==> src/rtl/audtx_pkg.sv <==
package audtx_pkg;

  typedef enum logic [1:0] {
    FMT_RJ  = 2'b00,
    FMT_LJ  = 2'b01,
    FMT_I2S = 2'b10,
    FMT_DSP = 2'b11
  } audtx_fmt_e;

  function automatic logic [5:0] wlen_bits(input logic [1:0] code);
    logic [5:0] w;
    case (code)
      2'b00:   w = 6'd16;
      2'b01:   w = 6'd20;
      2'b10:   w = 6'd24;
      default: w = 6'd32;
    endcase
    return w;
  endfunction

endpackage

==> src/rtl/audtx_sync.sv <==
module audtx_sync #(
  parameter int N      = 2,
  parameter int STAGES = 2
) (
  input  logic         clk,
  input  logic         rst_n,
  input  logic [N-1:0] din,
  output logic [N-1:0] dout
);

  for (genvar i = 0; i < N; i++) begin : g_bit
    logic [STAGES-1:0] chain_q;
    logic [STAGES-1:0] chain_d;

    always_comb begin
      chain_d = {chain_q[STAGES-2:0], din[i]};
    end

    always_ff @(posedge clk or negedge rst_n) begin
      if (!rst_n) chain_q <= '0;
      else        chain_q <= chain_d;
    end

    assign dout[i] = chain_q[STAGES-1];
  end

endmodule

==> src/rtl/audtx_edge.sv <==
module audtx_edge (
  input  logic clk,
  input  logic rst_n,
  input  logic lvl_i,
  input  logic inv_i,
  output logic launch_o
);

  logic prev_q;

  always_ff @(posedge clk or negedge rst_n) begin
    if (!rst_n) prev_q <= 1'b0;
    else        prev_q <= lvl_i;
  end

  // launch on the falling edge of the effective (possibly inverted) clock
  assign launch_o = (prev_q ^ inv_i) & ~(lvl_i ^ inv_i);

endmodule

==> src/rtl/audtx_slot_map.sv <==
module audtx_slot_map
  import audtx_pkg::*;
#(
  parameter int CW = 8,
  parameter int SW = 32
) (
  input  audtx_fmt_e    fmt_i,
  input  logic          mode_b_i,
  input  logic [1:0]    wlen_i,
  input  logic          tdm_en_i,
  input  logic          tdm_slot_i,
  input  logic [CW-1:0] k_i,
  input  logic [CW:0]   len_i,
  input  logic          right_half_i,
  input  logic [SW-1:0] w0_i,
  input  logic [SW-1:0] w1_i,
  output logic          bit_o,
  output logic          in_slot_o
);

  localparam int DW = CW + 4;

  logic signed [DW-1:0] wd, span, base, kd, ld, d, idx;
  logic                 is_dsp, pick_w1;
  logic [SW-1:0]        word, shifted;

  always_comb begin
    is_dsp = (fmt_i == FMT_DSP);
    wd     = $signed(DW'(wlen_bits(wlen_i)));
    kd     = $signed(DW'(k_i));
    ld     = $signed(DW'(len_i));
    span   = is_dsp ? (wd <<< 1) : wd;
    case (fmt_i)
      FMT_LJ:  base = '0;
      FMT_I2S: base = DW'(1);
      FMT_RJ:  base = ld - (tdm_en_i ? (wd <<< 1) : wd);
      default: base = mode_b_i ? '0 : DW'(1);
    endcase
    d         = kd - base - ((tdm_en_i && tdm_slot_i) ? span : '0);
    in_slot_o = (d >= 0) && (d < span);
    pick_w1   = is_dsp ? (d >= wd) : right_half_i;
    idx       = (is_dsp && (d >= wd)) ? (d - wd) : d;
    word      = pick_w1 ? w1_i : w0_i;
    shifted   = word << idx;
    bit_o     = in_slot_o & shifted[SW-1];
  end

endmodule

==> src/rtl/audtx_top.sv <==
module audtx_top
  import audtx_pkg::*;
#(
  parameter int CW          = 8,
  parameter int SW          = 32,
  parameter int SYNC_STAGES = 2
) (
  input  logic          clk,
  input  logic          rst_n,
  input  logic          bclk_i,
  input  logic          fclk_i,
  input  logic [SW-1:0] left_i,
  input  logic [SW-1:0] right_i,
  input  logic [1:0]    fmt_i,
  input  logic [1:0]    wlen_i,
  input  logic          lsel_i,
  input  logic          rsel_i,
  input  logic          fpol_mode_i,
  input  logic          bclk_inv_i,
  input  logic          tdm_en_i,
  input  logic          tdm_slot_i,
  output logic          sdata_o,
  output logic          sdata_oe_o,
  output logic          sample_req_o
);

  localparam logic [CW-1:0] K_MAX = '1;

  // reset: asserted asynchronously, released on clk
  logic [1:0] rst_sync_q;
  logic       rst_q;
  always_ff @(posedge clk or negedge rst_n) begin
    if (!rst_n) rst_sync_q <= 2'b00;
    else        rst_sync_q <= {rst_sync_q[0], 1'b1};
  end
  assign rst_q = rst_sync_q[1];

  logic [1:0] sync_out;
  logic       bclk_s, fclk_s, launch;

  audtx_sync #(.N(2), .STAGES(SYNC_STAGES)) u_sync (
    .clk  (clk),
    .rst_n(rst_q),
    .din  ({fclk_i, bclk_i}),
    .dout (sync_out)
  );
  assign bclk_s = sync_out[0];
  assign fclk_s = sync_out[1];

  audtx_edge u_edge (
    .clk     (clk),
    .rst_n   (rst_q),
    .lvl_i   (bclk_s),
    .inv_i   (bclk_inv_i),
    .launch_o(launch)
  );

  audtx_fmt_e    fmt;
  logic          fr_last_q, half_q, sd_q, oe_q, req_q;
  logic [CW-1:0] k_q, k_d;
  logic [CW:0]   len_q, len_d;
  logic [SW-1:0] hold_l_q, hold_r_q, src_l, src_r, w0, w1;
  logic          is_dsp, pol, chg, start, restart, half_d, bit_d, in_slot, oe_d;

  always_comb begin
    fmt     = audtx_fmt_e'(fmt_i);
    is_dsp  = (fmt == FMT_DSP);
    pol     = fclk_s ^ (~is_dsp & fpol_mode_i);
    chg     = (fclk_s != fr_last_q);
    start   = is_dsp ? (fclk_s & ~fr_last_q) : (chg & ~pol);
    restart = is_dsp ? start : chg;
    if (restart)          k_d = '0;
    else if (k_q == K_MAX) k_d = k_q;
    else                  k_d = k_q + 1'b1;
    len_d   = chg ? ({1'b0, k_q} + 1'b1) : len_q;
    half_d  = ~is_dsp & pol;
    src_l   = start ? left_i  : hold_l_q;
    src_r   = start ? right_i : hold_r_q;
    w0      = lsel_i ? src_r : src_l;
    w1      = rsel_i ? src_r : src_l;
    oe_d    = tdm_en_i ? in_slot : 1'b1;
  end

  audtx_slot_map #(.CW(CW), .SW(SW)) u_map (
    .fmt_i       (fmt),
    .mode_b_i    (fpol_mode_i),
    .wlen_i      (wlen_i),
    .tdm_en_i    (tdm_en_i),
    .tdm_slot_i  (tdm_slot_i),
    .k_i         (k_d),
    .len_i       (len_d),
    .right_half_i(half_d),
    .w0_i        (w0),
    .w1_i        (w1),
    .bit_o       (bit_d),
    .in_slot_o   (in_slot)
  );

  always_ff @(posedge clk or negedge rst_q) begin
    if (!rst_q) begin
      fr_last_q <= 1'b0;
      k_q       <= '0;
      len_q     <= '0;
      half_q    <= 1'b0;
      hold_l_q  <= '0;
      hold_r_q  <= '0;
      sd_q      <= 1'b0;
      oe_q      <= 1'b0;
      req_q     <= 1'b0;
    end else begin
      req_q <= launch & start;
      if (launch) begin
        fr_last_q <= fclk_s;
        k_q       <= k_d;
        len_q     <= len_d;
        half_q    <= half_d;
        sd_q      <= bit_d & oe_d;
        oe_q      <= oe_d;
        if (start) begin
          hold_l_q <= left_i;
          hold_r_q <= right_i;
        end
      end
    end
  end

  assign sdata_o      = sd_q;
  assign sdata_oe_o   = oe_q;
  assign sample_req_o = req_q;

  AST_REQ_PULSE: assert property (@(posedge clk) disable iff (!rst_q)
    req_q |=> !req_q);
  AST_REQ_FIRST_SLOT: assert property (@(posedge clk) disable iff (!rst_q)
    req_q |-> (k_q == '0));
  AST_OUT_HOLD: assert property (@(posedge clk) disable iff (!rst_q)
    !launch |=> ($stable(sd_q) && $stable(oe_q)));
  AST_OE_FULL: assert property (@(posedge clk) disable iff (!rst_q)
    (launch && !tdm_en_i) |=> oe_q);
  AST_QUIET_LOW: assert property (@(posedge clk) disable iff (!rst_q)
    !oe_q |-> !sd_q);
  AST_HALF_DSP: assert property (@(posedge clk) disable iff (!rst_q)
    (launch && is_dsp) |=> !half_q);

endmodule

==> config.mk <==
export PLATFORM = sky130hd
export DESIGN_NAME = audtx_top
export DESIGN_NICKNAME = d
export VERILOG_FILES = /design/src/rtl/audtx_pkg.sv /design/src/rtl/audtx_sync.sv /design/src/rtl/audtx_edge.sv /design/src/rtl/audtx_slot_map.sv /design/src/rtl/audtx_top.sv
export SDC_FILE = /design/constraint.sdc
export NUM_CORES = 1
export LEC_CHECK = 0
export ABC_AREA = 0
export ABC_CLOCK_PERIOD_IN_PS = 2500
export BUFFER_PORTS_ARGS = -buffer_cell sky130_fd_sc_hd__buf_2
export CORE_MARGIN = 5
export CORE_UTILIZATION = 40
export DETAILED_ROUTE_END_ITERATION = 10
export GPL_TIMING_DRIVEN = 0
export PLACE_DENSITY = 0.68
export SETUP_SLACK_MARGIN = 0.05
export SYNTH_ARGS = -nofsm -noshare
export SYNTH_HDL_FRONTEND = slang
export SYNTH_SLANG_ARGS = --single-unit
==> constraint.sdc <==
create_clock -name clk -period 2.5 [get_ports clk]
set_input_delay 0 -clock clk [delete_from_list [all_inputs] [get_ports clk]]
set_output_delay 0 -clock clk [all_outputs]
set_load 0.01 [all_outputs]
==> results of run 1 <==
## final timing paths
kind | startpoint | endpoint | slack (ps) | depth (start not counted)
min in group clk | bclk_i | u_sync.g_bit[0].chain_q[0] | 300 | 2
worst max register to register | u_sync.g_bit[1].chain_q[1] | sdata_o | -3520 | 27
worst min register to register | rst_sync_q[1] | k_q[6] | 280 | 0
worst min-delay path | rst_sync_q[1] | k_q[6] | 280 | 0
worst max-delay path | u_sync.g_bit[1].chain_q[1] | sdata_o | -3520 | 27
max in group asynchronous | rst_sync_q[1] | hold_r_q[4] | 1540 | 1
## state kept, by name, summed over array words and instances, names as in the netlist
signal / flops
sdata_oe_o: 1
u_sync.g_bit.chain_q: 4
rst_sync_q: 2
hold_l_q: 32
len_q: 9
u_edge.prev_q: 1
sample_req_o: 1
sdata_o: 1
fr_last_q: 1
hold_r_q: 32
k_q: 8
## stage by stage
stage | util [%] | setup TNS (ps)
finish | 56.3 | -9810
global route | 56.3 | -14200
CTS | 55.3 | -10490
detailed placement | 45.3 | -27430
global placement | 45.1 | -27100
floorplan | - | -5240
## cell families after synthesis
logic type	after synthesis
and+or+nand+nor	203
AOI/OAI and AO/OA	179
muxes	113
DFF	92
buffers and inverters	65
adders and majority gates	36
xor gates and xnor gates	23
other	1
## cells in the mapped netlist (6+ instances only)
master / instances / share of area [%]
sky130_fd_sc_hd__a21o_1: 10 / 1.1
sky130_fd_sc_hd__a21oi_1: 39 / 2.8
sky130_fd_sc_hd__and3_1: 6 / 0.54
sky130_fd_sc_hd__buf_2: 7 / 0.51
sky130_fd_sc_hd__clkbuf_1: 24 / 1.3
sky130_fd_sc_hd__dfrtp_1: 92 / 33
sky130_fd_sc_hd__fa_1: 8 / 2.3
sky130_fd_sc_hd__ha_1: 28 / 5.1
sky130_fd_sc_hd__inv_1: 28 / 1.5
sky130_fd_sc_hd__mux2_2: 82 / 13
sky130_fd_sc_hd__mux2i_1: 22 / 3.2
sky130_fd_sc_hd__mux4_2: 9 / 2.9
sky130_fd_sc_hd__nand2_1: 56 / 3.0
sky130_fd_sc_hd__nand3_1: 23 / 1.7
sky130_fd_sc_hd__nor2_1: 46 / 2.5
sky130_fd_sc_hd__nor2b_1: 7 / 0.63
sky130_fd_sc_hd__nor3_1: 16 / 1.2
sky130_fd_sc_hd__o211ai_1: 8 / 0.87
sky130_fd_sc_hd__o21a_1: 6 / 0.65
sky130_fd_sc_hd__o21ai_0: 34 / 2.5
sky130_fd_sc_hd__o22ai_1: 11 / 0.99
sky130_fd_sc_hd__o31ai_1: 9 / 0.98
sky130_fd_sc_hd__xnor2_1: 13 / 1.6
sky130_fd_sc_hd__xor2_1: 10 / 1.3
## power by group through the flow
stage / clock network [uW] / registers, uW / logic (uW)
floorplan: 0 / 2190 / 2720
global placement: 0 / 2270 / 3530
detailed placement: 0 / 2270 / 3570
CTS: 1520 / 2260 / 4200
global route: 1580 / 2350 / 4800
finish: 1520 / 2300 / 4490
## worst max-delay path: stages (launching register included)
cell	delay, ps
sky130_fd_sc_hd__dfrtp_1	390
sky130_fd_sc_hd__ha_1	300
sky130_fd_sc_hd__buf_6	140
sky130_fd_sc_hd__buf_8	110
sky130_fd_sc_hd__mux2i_4	240
sky130_fd_sc_hd__ha_1	170
sky130_fd_sc_hd__inv_1	60
sky130_fd_sc_hd__fa_2	360
sky130_fd_sc_hd__a21oi_2	120
sky130_fd_sc_hd__nor2_1	70
sky130_fd_sc_hd__nor2_2	110
sky130_fd_sc_hd__xnor2_1	130
sky130_fd_sc_hd__nand2_1	80
sky130_fd_sc_hd__fa_1	560
sky130_fd_sc_hd__ha_4	240
sky130_fd_sc_hd__and4_4	210
sky130_fd_sc_hd__nor2b_1	130
sky130_fd_sc_hd__or3_1	330
sky130_fd_sc_hd__o211a_1	250
sky130_fd_sc_hd__and4bb_4	400
sky130_fd_sc_hd__o21ai_4	80
sky130_fd_sc_hd__nand2_4	160
sky130_fd_sc_hd__buf_4	180
sky130_fd_sc_hd__mux2i_2	260
sky130_fd_sc_hd__a2111oi_1	120
sky130_fd_sc_hd__a311o_1	370
sky130_fd_sc_hd__o2111ai_1	230
sky130_fd_sc_hd__nand3_1	100
## per-layer routing
metal | routed length (um) | vias up | global-route usage (%) | part of all wire [%]
li1 | - | 3032 | - | -
met1 | 9990 | 3325 | 31.1 | 42
met2 | 11600 | 312 | 39.1 | 48
met3 | 1590 | 70 | 3.20 | 6.6
met4 | 784 | 0 | 8.54 | 3.3
met5 | 0 | - | 0 | 0
## repair_timing
action / CTS / global route
gates resized for setup: 106 / 38
endpoints found under the hold margin: 68 / 0
pin swaps: 15 / 14
endpoints found under the setup margin: 67 / 74
setup buffers: 26 / 7
hold buffers: 68 / 0
cloned: 2 / 1
## layout make-up
class / instances / area share [%]
tap: 225 / 2.92
clock buffer: 9 / 2.34
clock inverter: 7 / 1.03
timing repair buffer: 182 / 14.6
buffer: 34 / 3.79
multi-input combinational: 555 / 50.3
sequential: 92 / 23.9
inverter: 28 / 1.09
==> reports/qor.txt, run 1 <==
Flip-flop and latch area = 2310 um2
Flop and latch count out of synthesis = 92
Count of standard-cell rows = 48
Headroom to the max-slew limit = 40.7%
Effective utilization at floorplan = 40.5%
Compound-gate portion of the synthesized area = 18.0%
Data required, critical path = 2720 ps
Maximum count of clock buffers along a single path = 2
Clock-pin slew on the worst setup and hold paths = 70 ps
RD Place Congestion = 0.961
Final routed wire length divided by cell count = 21.1 um
Switching share of power = 38.8%
Power share of the sequential group = 27.6%
Post-Route WL = 23900 um
Core region area = 17100 um2
DR DRC count = 0
Crit path capture type = flip-flop
CTS Sinks = 92
Maximum number of pins on one net before global-route repair = 60
Clock buffer count from CTS = 9
Count of boundary I/O pins = 81
Run status = finished, violations left
Total nets after synthesis = 826
Placement-stage cell area = 7760 um2
Number of distinct library cells after synthesis = 81
Post-detail-place hpwl = 15800 um
Total via count in the routed design = 6739
CP Launch Type = flip-flop
Combined global-route utilization of all metal layers = 23.4%
Total area of multi-input combinational cells = 4850 um2
Part of the total power dissipated in the clock network = 18.3%
Number of failing setup endpoints in the final timing report = 54
Overall Power = 8310 uW
Root buf cell = sky130_fd_sc_hd__clkbuf_16
Maximum vdd drop = 0.000570 V
Violations in the final reports = setup timing
Primary FF master, synth = sky130_fd_sc_hd__dfrtp_1
Area added between synthesis and finish = 39.2%
Minimum clock period = 6020 ps
Total Die Area = 20100 um2
Post-DRT Antenna Nets = 0
Worst slack on hold paths = 280 ps
Count of buffers inserted at the top-level ports = 78
Die boundary width = 142 um
Final hold violations = 0
Share of the synthesized netlist area taken by xor and xnor gates = 2.91%
Critical path fanouts, max = 7
Commonest cells after routing, fill and taps aside = 90 x sky130_fd_sc_hd__dfrtp_1, 82 x sky130_fd_sc_hd__buf_2, 68 x sky130_fd_sc_hd__dlygate4sd3_1, 54 x sky130_fd_sc_hd__nand2_1, 51 x sky130_fd_sc_hd__mux2_4
TritonCTS clock tree = yes
Sw Pwr = 3220 uW
Synthesized cell area = 6930 um2
Arithmetic-cell share of the synthesized area counting full adders, half adders and majority gates = 7.37%
Initial antenna violation count = 0
Final global-route overflow total = 0
Gate Count Post-Synth = 712
CTS H-tree lvls = 3
Wire length of the first global-routing pass = 37100 um
Post-route clock skew = 9.16 ps
Measured slew at the worst slew-check pin = 889 ps
Maximum achievable frequency = 0.166 GHz
Syn_area_per_cell = 9.73 um2
RSZ-0062 raised after global routing = yes
Skew-Pair Late Insertion Delay = 350 ps
CP Data Arrival Time = 6240 ps
Synthesized-area fraction occupied by and/or/nand/nor cells = 15.1%
Final worst slack = -3520 ps
Floorplan die height = 142 um
Number of DRC markers after the initial detailed-route iteration = 609
Internal power contribution = 5080 uW
Number of max-slew violations in the final report = 0
Worst Setup Path Type = flip-flop to flip-flop
Share of total power in combinational logic = 54.1%
Final Instance Count excl. Fillers = 1132
Async set-reset flop share out of synthesis = 100%
Pre-Repair DR Iteration Count = 6
ANT cells = 0
Vias/cell = 5.95
Power density cells = 861 nW/um2
Sequential area share after synthesis = 33.2%
Yosys Warn Count = 0
Final layout net count = 1016
Leading cell type in the layout, fill and taps excluded = sky130_fd_sc_hd__dfrtp_1
Post-Place Setup Slack = -4150 ps
Fillcell total = 1417
Cell leakage power = 0.00417 uW
Number of enable flip-flop cells after synthesis = 0
Layout cell share with drive strength beyond 1 = 34.3%
Share of the clock period used by the worst path = 241%
Multiplexer fraction of the synthesized cell area = 19.4%
Count of max-cap constraint violations = 0
Via count of the first global-routing pass = 6837
Dominant combinational cell family by area after synthesis = multiplexers
Cell total after placement = 1016
Final cell area excluding filler cells = 9640 um2
Class of the tightest hold or removal check = flip-flop to asynchronous set/reset pin
(Power assumes the default switching activity.)
==> inputs of run 2 (changes only) <==
--- a/config.mk
+++ b/config.mk
@@ -12,7 +12,7 @@
 export CORE_UTILIZATION = 40
 export DETAILED_ROUTE_END_ITERATION = 10
 export GPL_TIMING_DRIVEN = 0
-export PLACE_DENSITY = 0.68
+export PLACE_DENSITY_LB_ADDON = 0.15
 export SETUP_SLACK_MARGIN = 0.05
 export SYNTH_ARGS = -nofsm -noshare
 export SYNTH_HDL_FRONTEND = slang
==> reports/qor.txt, run 2 (same netlist as run 1, synthesis figures left out) <==
Wire length of the first global-routing pass = 38000 um
Cell leakage power = 0.00415 uW
Final hold violations = 0
Commonest cells after routing, fill and taps aside = 90 x sky130_fd_sc_hd__dfrtp_1, 82 x sky130_fd_sc_hd__buf_2, 81 x sky130_fd_sc_hd__mux2_2, 68 x sky130_fd_sc_hd__buf_4, 68 x sky130_fd_sc_hd__dlygate4sd3_1
Maximum count of clock buffers along a single path = 2
Count of buffers inserted at the top-level ports = 78
Number of DRC markers after the initial detailed-route iteration = 632
Overall Power = 8220 uW
Total via count in the routed design = 6795
Final Instance Count excl. Fillers = 1169
Number of stages on the worst setup path = 30
Family with the most delay on the worst path = adder cells
Count of boundary I/O pins = 81
CP Launch Type = flip-flop
Number of max-slew violations in the final report = 0
Total Die Area = 20100 um2
Post-Route WL = 23900 um
Origin of the worst setup path = u_sync.g_bit[1].chain_q[1]
Part of the total power dissipated in the clock network = 16.0%
CTS Sinks = 92
Slowest stage cell on the critical path = sky130_fd_sc_hd__fa_1
Setup slack of the worst register-to-register path = -3660 ps
Final worst slack = -3660 ps
Minimum clock period = 6160 ps
Layout cell share with drive strength beyond 1 = 40.1%
Fin util = 57.2%
Share of total power in combinational logic = 56.3%
Final routed wire length divided by cell count = 20.5 um
Clock buffer count from CTS = 9
Maximum number of pins on one net before global-route repair = 48
Crit path largest cell delay = 510 ps
Initial antenna violation count = 0
Die boundary width = 142 um
Root buf cell = sky130_fd_sc_hd__clkbuf_16
Core region area = 17100 um2
Number of buffers and inverters on the critical path = 7
Post-Place Setup Slack = -4430 ps
Internal power contribution = 4910 uW
DR DRC count = 0
Headroom to the max-slew limit = 33.3%
CTS H-tree lvls = 3
Effective utilization at floorplan = 40.5%
Critical path fanouts, max = 7
Capturing instance or port of the critical path = sdata_o
RSZ-0062 raised after global routing = yes
Switching share of power = 40.2%
RR Endpoint = sdata_o
Share of the clock period used by the worst path = 247%
Worst-case reg-to-reg path depth = 30
Power density cells = 840 nW/um2
Count of max-cap constraint violations = 0
Number of failing setup endpoints in the final timing report = 66
Worst Setup Path Type = flip-flop to flip-flop
Via count of the first global-routing pass = 7104
Class of the tightest hold or removal check = input port to flip-flop
Data required, critical path = 2730 ps
CP Data Arrival Time = 6390 ps
Violations in the final reports = setup timing
Combined global-route utilization of all metal layers = 24.0%
Run status = finished, violations left
ANT cells = 0
Measured slew at the worst slew-check pin = 1000 ps
Maximum achievable frequency = 0.162 GHz
Post-detail-place hpwl = 16800 um
Area added between synthesis and finish = 41.3%
Vias/cell = 5.81
Maximum vdd drop = 0.000514 V
Final layout net count = 1053
Leading cell type in the layout, fill and taps excluded = sky130_fd_sc_hd__dfrtp_1
Sw Pwr = 3310 uW
Power share of the sequential group = 27.7%
Floorplan die height = 142 um
Skew-Pair Late Insertion Delay = 360 ps
Largest registers = hold_l_q: 32 flops, hold_r_q: 32 flops, len_q: 9 flops
Post-DRT Antenna Nets = 0
TritonCTS clock tree = yes
Pre-Repair DR Iteration Count = 5
Cell total after placement = 1016
Post-route clock skew = 12.9 ps
RD Place Congestion = 0.941
Crit path capture type = flip-flop
CP dominant cell by count = sky130_fd_sc_hd__buf_6
Count of standard-cell rows = 48
Launch instance of the worst register-to-register path = u_sync.g_bit[1].chain_q[1]
Final global-route overflow total = 0
Clock-pin slew on the worst setup and hold paths = 70 ps
[run 2: how the worst min path moves through the flow]
stage                  start            end  slack [ps]  cells past startpoint
finish              tdm_en_i     sdata_oe_o         250                      5
global route        tdm_en_i     sdata_oe_o         290                      5
CTS                 tdm_en_i     sdata_oe_o         270                      5
detailed placement     rst_n  rst_sync_q[0]        -210                      1
global placement       rst_n  rst_sync_q[0]        -210                      1
floorplan              rst_n  rst_sync_q[0]        -300                      0
[run 2: layer usage]
layer  vias up  global-route usage, %  routed length [um]
li1       3104                      -                   -
met1      3377                   33.1               10700
met2       260                   38.3               11100
met3        54                   3.98                1440
met4         0                   8.59                 617
met5         -                      0                   0
[run 2: worst reg2reg max path, delay by kind of cell, from the launching register on]
kind                     cells  cell delay (ps)
buffers and inverters        7              840
adder cells (fa/ha/maj)      5             1770
multiplexers                 1              260
AND/OR/NAND/NOR              8             1010
flip-flops                   1              400
XOR/XNOR                     1              130
AO/OA/AOI/OAI                8             1660
[run 2: power groups by stage]
stage          sequential, uW  clock [uW]  combinational [uW]
4_1_cts                  2260        1350                4170
3_5_place_dp             2290           0                3590
5_1_grt                  2330        1420                5000
6_report                 2280        1320                4630
2_1_floorplan            2190           0                2720
3_3_place_gp             2260           0                3510
[run 2: repair_timing]
action / CTS / global route
pin swaps: 42 / 47
setup buffers: 58 / 19
resized for setup: 74 / 56
hold buffers: 68 / 0
endpoints found under the setup margin: 67 / 71
hold endpoints to repair: 68 / 0
[run 2: cell type report]
cell class | count | area [um2]
Inverter | 28 | 105
Sequential cell | 92 | 2310
Clock buffer | 10 | 229
Fill cell | 1456 | 7330
Multi-Input combinational cell | 555 | 4870
Buffer | 35 | 299
Timing Repair Buffer | 218 | 1650
Tap cell | 225 | 282
Clock inverter | 6 | 48.8
[run 2: through the flow]
stage / hold slack [ps] / setup TNS (ps) / instance area (um2)
floorplan: -296 / -5240 / 7060
global placement: -214 / -29000 / 7730
detailed placement: -209 / -30730 / 7760
CTS: 271 / -15420 / 9430
global route: 294 / -25540 / 9790
finish: 247 / -18330 / 9790
